## config.mk

```make
export PLATFORM = sky130hd
export DESIGN_NAME = regmap_loader
export DESIGN_NICKNAME = d
export VERILOG_FILES = /design/src/rtl/regmap_pkg.sv /design/src/rtl/regmap_widen.sv /design/src/rtl/regmap_seq.sv /design/src/rtl/regmap_table.sv /design/src/rtl/regmap_loader.sv
export SDC_FILE = /design/constraint.sdc
export NUM_CORES = 1
export LEC_CHECK = 0
export BUFFER_PORTS_ARGS = -buffer_cell sky130_fd_sc_hd__buf_2
export CORE_MARGIN = 1
export CORE_UTILIZATION = 45
export CTS_CLUSTER_SIZE = 28
export DETAILED_ROUTE_END_ITERATION = 8
export SLEW_MARGIN = 30
export SYNTH_ARGS = -nofsm -noshare
export SYNTH_HDL_FRONTEND = slang
export SYNTH_HIERARCHICAL = 1
export SYNTH_SLANG_ARGS = --single-unit
export TNS_END_PERCENT = 100
```

## constraint.sdc

```tcl
create_clock -name clk -period 4.9 [get_ports clk]
set_input_delay 0.245 -clock clk [delete_from_list [all_inputs] [get_ports clk]]
set_output_delay 0.245 -clock clk [all_outputs]
set_load 0.02 [all_outputs]
```

## src/rtl/regmap_pkg.sv

```systemverilog
package regmap_pkg;
  localparam int KEY_W = 5;
  localparam int IDX_W = 7;
  localparam int EW_W  = 2;
  localparam int FULL_W = 16;
  localparam int CMPT_W = 8;
  localparam int ROW_W = 1 + IDX_W + EW_W;
  localparam int ADDR_W = KEY_W + 1;

  typedef struct packed {
    logic             vec;
    logic [IDX_W-1:0] idx;
    logic             fp;
    logic [EW_W-1:0]  ew;
    logic [KEY_W-1:0] key;
  } rm_ent_t;

  typedef struct packed {
    logic             vec;
    logic [IDX_W-1:0] idx;
    logic [EW_W-1:0]  ew;
  } rm_row_t;
endpackage

```

## src/rtl/regmap_widen.sv

```systemverilog
module regmap_widen
  import regmap_pkg::*;
#(
  parameter int N_SLOTS = 4
) (
  input  logic                       fmt8_i,
  input  logic [N_SLOTS*FULL_W-1:0]  raw_i,
  output rm_ent_t [N_SLOTS-1:0]      ent_o
);
  localparam int PAD_W = IDX_W - KEY_W;

  for (genvar g = 0; g < N_SLOTS; g++) begin : g_slot
    logic [CMPT_W-1:0] byte_w;
    assign byte_w = raw_i[g*CMPT_W +: CMPT_W];
    always_comb begin
      if (fmt8_i) begin
        ent_o[g].vec = 1'b1;
        ent_o[g].idx = {byte_w[KEY_W-1:0], {PAD_W{1'b0}}};
        ent_o[g].fp  = byte_w[7];
        ent_o[g].ew  = byte_w[6:5];
        ent_o[g].key = byte_w[KEY_W-1:0];
      end else begin
        ent_o[g] = rm_ent_t'(raw_i[g*FULL_W +: FULL_W]);
      end
    end
  end
endmodule

```

## src/rtl/regmap_seq.sv

```systemverilog
module regmap_seq
  import regmap_pkg::*;
#(
  parameter int N_SLOTS = 4,
  parameter int CNT_W   = 3
) (
  input  logic                  clk,
  input  logic                  rst,
  input  logic                  ld_valid_i,
  input  logic [CNT_W-1:0]      ld_count_i,
  input  rm_ent_t [N_SLOTS-1:0] ent_i,
  output logic                  busy_o,
  output logic                  we_o,
  output logic [ADDR_W-1:0]     wa_o,
  output rm_row_t               wd_o
);
  localparam int PTR_W = (N_SLOTS > 1) ? $clog2(N_SLOTS) : 1;

  rm_ent_t [N_SLOTS-1:0] held;
  logic [PTR_W-1:0]      ptr;
  logic [PTR_W-1:0]      last;
  logic [CNT_W-1:0]      eff;
  rm_ent_t               cur;

  always_comb begin
    if (ld_count_i > CNT_W'(N_SLOTS)) eff = CNT_W'(N_SLOTS);
    else                              eff = ld_count_i;
  end

  always_ff @(posedge clk) begin
    if (rst) begin
      busy_o <= 1'b0;
      ptr    <= '0;
      last   <= '0;
    end else if (!busy_o) begin
      if (ld_valid_i && eff != '0) begin
        busy_o <= 1'b1;
        ptr    <= '0;
        last   <= PTR_W'(eff - 1'b1);
      end
    end else begin
      ptr <= ptr + 1'b1;
      if (ptr == last) busy_o <= 1'b0;
    end
  end

  always_ff @(posedge clk) begin
    if (!busy_o && ld_valid_i) held <= ent_i;
  end

  assign cur      = held[ptr];
  assign we_o     = busy_o;
  assign wa_o     = {cur.fp, cur.key};
  assign wd_o.vec = cur.vec;
  assign wd_o.idx = cur.idx;
  assign wd_o.ew  = cur.ew;

  AST_PTR_IN_RANGE: assert property (@(posedge clk) disable iff (rst)
    busy_o |-> ptr <= last);
  AST_ZERO_COUNT_IDLE: assert property (@(posedge clk) disable iff (rst)
    (!busy_o && ld_valid_i && ld_count_i == '0) |=> !busy_o);
  AST_BUSY_REQ_DROPPED: assert property (@(posedge clk) disable iff (rst)
    (busy_o && ld_valid_i) |=> $stable(last));
endmodule

```

## src/rtl/regmap_table.sv

```systemverilog
module regmap_table
  import regmap_pkg::*;
#(
  parameter int AW = ADDR_W
) (
  input  logic          clk,
  input  logic          rst,
  input  logic          clr_i,
  input  logic          we_i,
  input  logic [AW-1:0] wa_i,
  input  rm_row_t       wd_i,
  input  logic          re_i,
  input  logic [AW-1:0] ra_i,
  output rm_row_t       rd_o,
  output logic          rflag_o
);
  localparam int DEPTH = 1 << AW;

  rm_row_t          mem [DEPTH];
  logic [DEPTH-1:0] flags;

  always_ff @(posedge clk) begin
    if (we_i) mem[wa_i] <= wd_i;
    if (re_i) rd_o <= mem[ra_i];
  end

  always_ff @(posedge clk) begin
    if (rst) begin
      flags   <= '0;
      rflag_o <= 1'b0;
    end else begin
      if (clr_i) flags <= '0;
      if (we_i)  flags[wa_i] <= 1'b1;
      if (re_i)  rflag_o <= flags[ra_i];
    end
  end

  AST_CLEAR_DROPS_ALL: assert property (@(posedge clk) disable iff (rst)
    (clr_i && !we_i) |=> flags == '0);
  AST_WRITE_ENABLES_ROW: assert property (@(posedge clk) disable iff (rst)
    we_i |=> flags[$past(wa_i)]);
endmodule

```

## src/rtl/regmap_loader.sv

```systemverilog
module regmap_loader
  import regmap_pkg::*;
#(
  parameter int N_SLOTS = 4,
  parameter int CNT_W   = 3
) (
  input  logic                      clk,
  input  logic                      rst,
  input  logic                      clr_i,
  input  logic                      ld_valid_i,
  input  logic                      ld_fmt8_i,
  input  logic [CNT_W-1:0]          ld_count_i,
  input  logic [N_SLOTS*FULL_W-1:0] ld_entries_i,
  output logic                      ld_busy_o,
  input  logic                      lk_valid_i,
  input  logic                      lk_fp_i,
  input  logic [KEY_W-1:0]          lk_reg_i,
  output logic                      rd_valid_o,
  output logic                      rd_en_o,
  output logic                      rd_vec_o,
  output logic [EW_W-1:0]           rd_ew_o,
  output logic [IDX_W-1:0]          rd_idx_o
);
  rm_ent_t [N_SLOTS-1:0] wide;
  logic                  we;
  logic [ADDR_W-1:0]     wa;
  rm_row_t               wd;
  rm_row_t               row_q;
  logic                  flag_q;
  logic [KEY_W-1:0]      reg_q;

  regmap_widen #(.N_SLOTS(N_SLOTS)) u_widen (
    .fmt8_i (ld_fmt8_i),
    .raw_i  (ld_entries_i),
    .ent_o  (wide)
  );

  regmap_seq #(.N_SLOTS(N_SLOTS), .CNT_W(CNT_W)) u_seq (
    .clk        (clk),
    .rst        (rst),
    .ld_valid_i (ld_valid_i),
    .ld_count_i (ld_count_i),
    .ent_i      (wide),
    .busy_o     (ld_busy_o),
    .we_o       (we),
    .wa_o       (wa),
    .wd_o       (wd)
  );

  regmap_table #(.AW(ADDR_W)) u_tab (
    .clk     (clk),
    .rst     (rst),
    .clr_i   (clr_i),
    .we_i    (we),
    .wa_i    (wa),
    .wd_i    (wd),
    .re_i    (lk_valid_i),
    .ra_i    ({lk_fp_i, lk_reg_i}),
    .rd_o    (row_q),
    .rflag_o (flag_q)
  );

  always_ff @(posedge clk) begin
    if (rst) begin
      rd_valid_o <= 1'b0;
      reg_q      <= '0;
    end else begin
      rd_valid_o <= lk_valid_i;
      if (lk_valid_i) reg_q <= lk_reg_i;
    end
  end

  assign rd_en_o  = flag_q;
  assign rd_vec_o = flag_q & row_q.vec;
  assign rd_ew_o  = flag_q ? row_q.ew : '0;
  assign rd_idx_o = flag_q ? row_q.idx : {{(IDX_W-KEY_W){1'b0}}, reg_q};

  AST_RESULT_FOLLOWS_LOOKUP: assert property (@(posedge clk) disable iff (rst)
    lk_valid_i |=> rd_valid_o);
  AST_NO_SPURIOUS_RESULT: assert property (@(posedge clk) disable iff (rst)
    !lk_valid_i |=> !rd_valid_o);
  AST_DISABLED_PASSTHRU: assert property (@(posedge clk) disable iff (rst)
    (rd_valid_o && !rd_en_o) |-> rd_idx_o == {{(IDX_W-KEY_W){1'b0}}, $past(lk_reg_i)});
endmodule

```

After elaboration in Yosys (flattened, before gate mapping). Memory sizes are Yosys's and may differ from the RTL's. A register that Yosys moved wholly into a read port is not among the register bits. Index checks and enable logic that the tools add are counted.

Bits in registers: 140. Memory bits (writable): 640. Input bits: 79. Output and inout port bits: 13. Logic and storage cells: 73. Memories kept: 1.

Memory list: u_tab.mem (words 64, width 10, rd ports 1, clocked after memory_dff 1, write ports 1, line regmap_table.sv:19) `rm_row_t mem [DEPTH];`.

$add $sub $neg: 2. $lt $le $gt $ge: 5. Equality and inequality tests: 1. Mux-type cells: 23. Bitwise gates (word level): 3. Reduce and logical (&&, ||, !) cells: 7.

Operators by type and width (number): $mux W64 (3); $or A64 B64 Y64 (1); $mux W15 (4); $bmux W16 S2 (1); $mux W16 (1); $lt A6 B7 Y1 const B (2); $mux W1 (7); $mux W7 (1); $bmux W1 S6 (1); $demux W1 S6 (1); $ge A6 B1 Y1 const B (1); $mux W2 (3); $gt A3 B3 Y1 const B (1); $logic_and A1 B1 Y1 (3); $lt A2 B3 Y1 const B (1); $mux W3 (1); $reduce_bool A3 Y1 (1); $add A2 B1 Y2 const B (1); $eq A2 B2 Y1 (1); $reduce_and A2 Y1 (1); $reduce_bool A2 Y1 (1); $sub A2 B1 Y2 const B (1); $and A1 B1 Y1 (1); $logic_not A1 Y1 (1); $not A1 Y1 (1).

Logic depth before layout (Yosys ltp).
Word-level depth: 8. Depth in mapped cells: 10. Depth with buffers taken out: 6.

Cells and area by module. The synthesis kept the hierarchy.

By module, submodules not included: regmap_table (times used 1, cells an instance 1303, area an instance 27594.0 sq um, seq. area each 20820.0 sq um); regmap_seq (times used 1, cells an instance 113, area an instance 2611.3 sq um, seq. area each 2021.9 sq um); regmap_widen (times used 1, cells an instance 70, area an instance 790.8 sq um, seq. area each 0.0 sq um); regmap_loader (times used 1, cells an instance 29, area an instance 326.6 sq um, seq. area each 120.1 sq um).

Worst setup path before layout. Ideal clock, no wire load.

Path kind: reg2reg. From: reg u_seq.ptr[0]. To: mem u_tab/mem[48][0] (netlist name), enable pin. Library setup time: 407 ps. Data arrival time: 2826 ps. Data required time: 4493 ps. Slack: 1667 ps. Cell stages (with the launch flop): 7. Path buffers: 2. Period minus slack after synthesis: 3233 ps. Cell sequence: dfxtp_1 buf_6 mux4_1 nand2b_1 or2_2 clkbuf_1 nor4_1.

Longest elaborated chain between the ends: 2.

Ends and longest elaborated chain: start, declared (line regmap_seq.sv:20) `logic [PTR_W-1:0] ptr;`; start signal, assigned (line regmap_seq.sv:42) `ptr <= ptr + 1'b1;`; $bmux W16 S2 (line regmap_seq.sv:51) `assign cur = held[ptr];`; $mux W16 (implied by the code) (line regmap_seq.sv:51); named net wa[3] (line regmap_loader.sv:26) `logic [ADDR_W-1:0] wa;`; end, declared (line regmap_table.sv:19).

The timed path passes the listed nets, and every way through them passes these cells. The select of a mux whose other input is x is not followed.

Worst setup path in the final report.
From: reg u_seq.ptr[0]. To: mem u_tab/mem[43][1] (netlist name), enable pin.

The elaborated chain is that of the path after synthesis.

==> results_dict.tcl <==
set metrics [dict create \
    hpwlAfterDp_um 44200 \
    muxShareOfSynthArea_pct 19.8 \
    drive_above_1_share_pct 32.9 \
    setup_slack_ps 1470 \
    drv_slew 0 \
    vias 15430 \
    yosysWarningCount 6 \
    ios 92 \
    synth-compound-area-share_pct 1.66 \
    antenna_cells 0 \
    cp.required_ps 5150 \
    hold_slack_ps 59.5 \
    ant_nets 0 \
    grt_pass1_vias 15947 \
    core.rowCount 96 \
    port_buffers 91 \
    synth-main-ff-cell "edfxtp_1" \
    yosys-top-cells-count "edfxtp_1 (714), mux4_2 (225), nor2_1 (134)" \
    dieArea_um2 70700 \
    fin_tns_setup_ps 0 \
    rr_worst_depth 5 \
    antenna_found_initial 6 \
    synth.most_common_cell "edfxtp_1" \
    synth_top_family_by_area "multiplexers" \
    p_leak_nw 11.9 \
    hp-class "in2reg" \
    dr.pass1.iters 5 \
    htreeDepth 3 \
    power_density_nw_per_um2 401 \
    die-width_um 266 \
    power_mw 14.7 \
    wl_um 72000 \
    fin_skew_ps 28.6 \
    finalSetupViolations 0 \
    synth_top_cell_by_area "edfxtp_1" \
    cts_made_buffers 80 \
    die-height_um 266 \
    nNetsFinal 1827 \
    arrival_ps 3680 \
    synthAdderAreaFrac_pct 0.0399 \
    viasPerCell 5.63 \
    crit_fanout 16 \
    grt_pass1_wl_um 107000 \
    end_kind "flip-flop" \
    ys_seq_elements 790 \
    synth_edf_count 714 \
    hold_viol 0 \
    synth_cell_types 44 \
    rsz0062_at_grt "false" \
    initial_utilization_pct 45.6 \
    outcome "completed" \
    ir_drop_uv 228 \
    placed_cells 2500 \
    area_growth_pct 16.6 \
    clock.fmax_mhz 292 \
    synth_top_cell_area_share_pct 68.5 \
    clk_latency_ps 630 \
    wl_per_cell_um 26.3 \
    worst_slew_pin_slew_ps 989 \
    layout.cells.non_filler 2741 \
    grt_usage_pct 20.8 \
    yosys.area_share.xor_xnor_pct 0.0839 \
    path_class "reg2reg" \
    hold_depth 4 \
    drt_first_iter_violations 1603 \
    cts_resized 0 \
    synthCells 1515 \
    grt_max_degree 73 \
    synthArstFlopShare_pct 0 \
    syn_area_per_cell_um2 20.7 \
    drc 0 \
    mappedNetlistArea_um2 31300 \
    grt-ovfl-total 0 \
    cp-start-kind "flip-flop" \
    place_worst_setup_slack_ps 1350 \
    clkTransAtPathRegs_ps 60 \
    synth_fp_nets 1595 \
    gp_congestion 0.783 \
    finalCritPeriodShare_pct 69.9 \
    postCtsSetupBuffers 0 \
    tritoncts "yes" \
    cts.sinks 790 \
    clockRootBuffer "clkbuf_16" \
    ys_seq_area_share_pct 73.3 \
    fin_crit_ps 3430 \
    yosys.area_share.simple_pct 3.25 \
    netlist_top_cells_area "edfxtp_1 (68%), mux4_2 (16%), dfxtp_1 (4.9%), nor2_1 (1.6%), mux2_4 (1.6%)" \
    core_area_um2 68700 \
    maxSlewHeadroom_pct 33.8 \
    maxCapViolations 0 \
    cts_buffer_depth 3 \
]
## path summary, 6_finish.rpt
kind                         from                to  slack [ps]
setup / recovery     u_seq/ptr[0]  u_tab/mem[43][1]        1470
hold / removal      ld_count_i[2]     u_seq/last[0]          60
hold reg to reg   u_tab/flags[11]   u_tab/flags[11]         490
setup reg to reg     u_seq/ptr[0]  u_tab/mem[43][1]        1470
## placed cells by master (no fill, tap or decap), types with 33 or more instances in the layout
master         synthesis  layout
a21oi_1               48      48
buf_4                 21      61
dfxtp_1               76      76
mux2_4                33      33
nor2_1               134     116
clkbuf_16              0      85
dlygate4sd3_1          0      96
buf_2                 16      88
mux4_2               225     226
edfxtp_1             714     714
## per-layer routing
layer	GRT usage, %	part of all wire, %	up-vias
met2	33.4	49	522
met4	6.54	2.4	6
met5	0	0.063	-
met1	29.2	42	8158
met3	3.74	6.4	94
li1	-	-	6650
## cell families (layout without fill, tap and decap cells)
logic type	count (synthesis)	in the layout
compound gates	88	88
buf+inv	108	403
xor+xnor	3	3
flops	790	790
simple gates	221	221
fa+ha+maj	1	1
mux	304	304
## worst max-delay path, stage by stage (launching register included)
cell	delay [ps]
dfxtp_1	400
buf_4	350
mux4_1	810
nand2b_1	260
or2_2	410
nor2_1	790
## through the flow
stage          area, um^2  utilization (%)
2_1_floorplan       31300                -
3_3_place_gp        33000             48.0
3_5_place_dp        33000             48.0
4_1_cts             36500             53.1
5_1_grt             36500             53.2
6_report            36500             53.2
## registers in the layout (all words and copies together), names as in the netlist
| name | cells |
|---|---|
| u_seq/ptr | 2 |
| u_seq/last | 2 |
| rd_valid_o | 1 |
| u_seq/busy_o | 1 |
| u_tab/flags | 64 |
| u_tab/rflag_o | 1 |
| reg_q | 5 |
| u_tab/rd_o | 10 |
| u_tab/mem | 640 |
| u_seq/held | 64 |
## timing repair
item / CTS / global route
hold buffers: 96 / 0
endpoints found under the setup margin: 0 / 0
hold endpoints to repair: 68 / 0
## layout make-up
cell class / count / area (um^2)
tap: 931 / 1160
sequential: 790 / 23000
multi-input combinational: 617 / 7830
clock inverter: 36 / 313
timing repair buffer: 253 / 2010
inverter: 5 / 18.8
clock buffer: 109 / 2240
fill: 5352 / 32200
## power by group
| part | total, mW | leakage, nW | switching (mW) | internal, mW |
|---|---|---|---|---|
| logic | 1.08 | 3.61 | 0.662 | 0.417 |
| clock network | 5.98 | 1.25 | 2.51 | 3.47 |
| registers | 7.61 | 7.08 | 0.0295 | 7.58 |
| total | 14.7 | 11.9 | 3.20 | 11.5 |
Power figures use the tool's default switching activity.
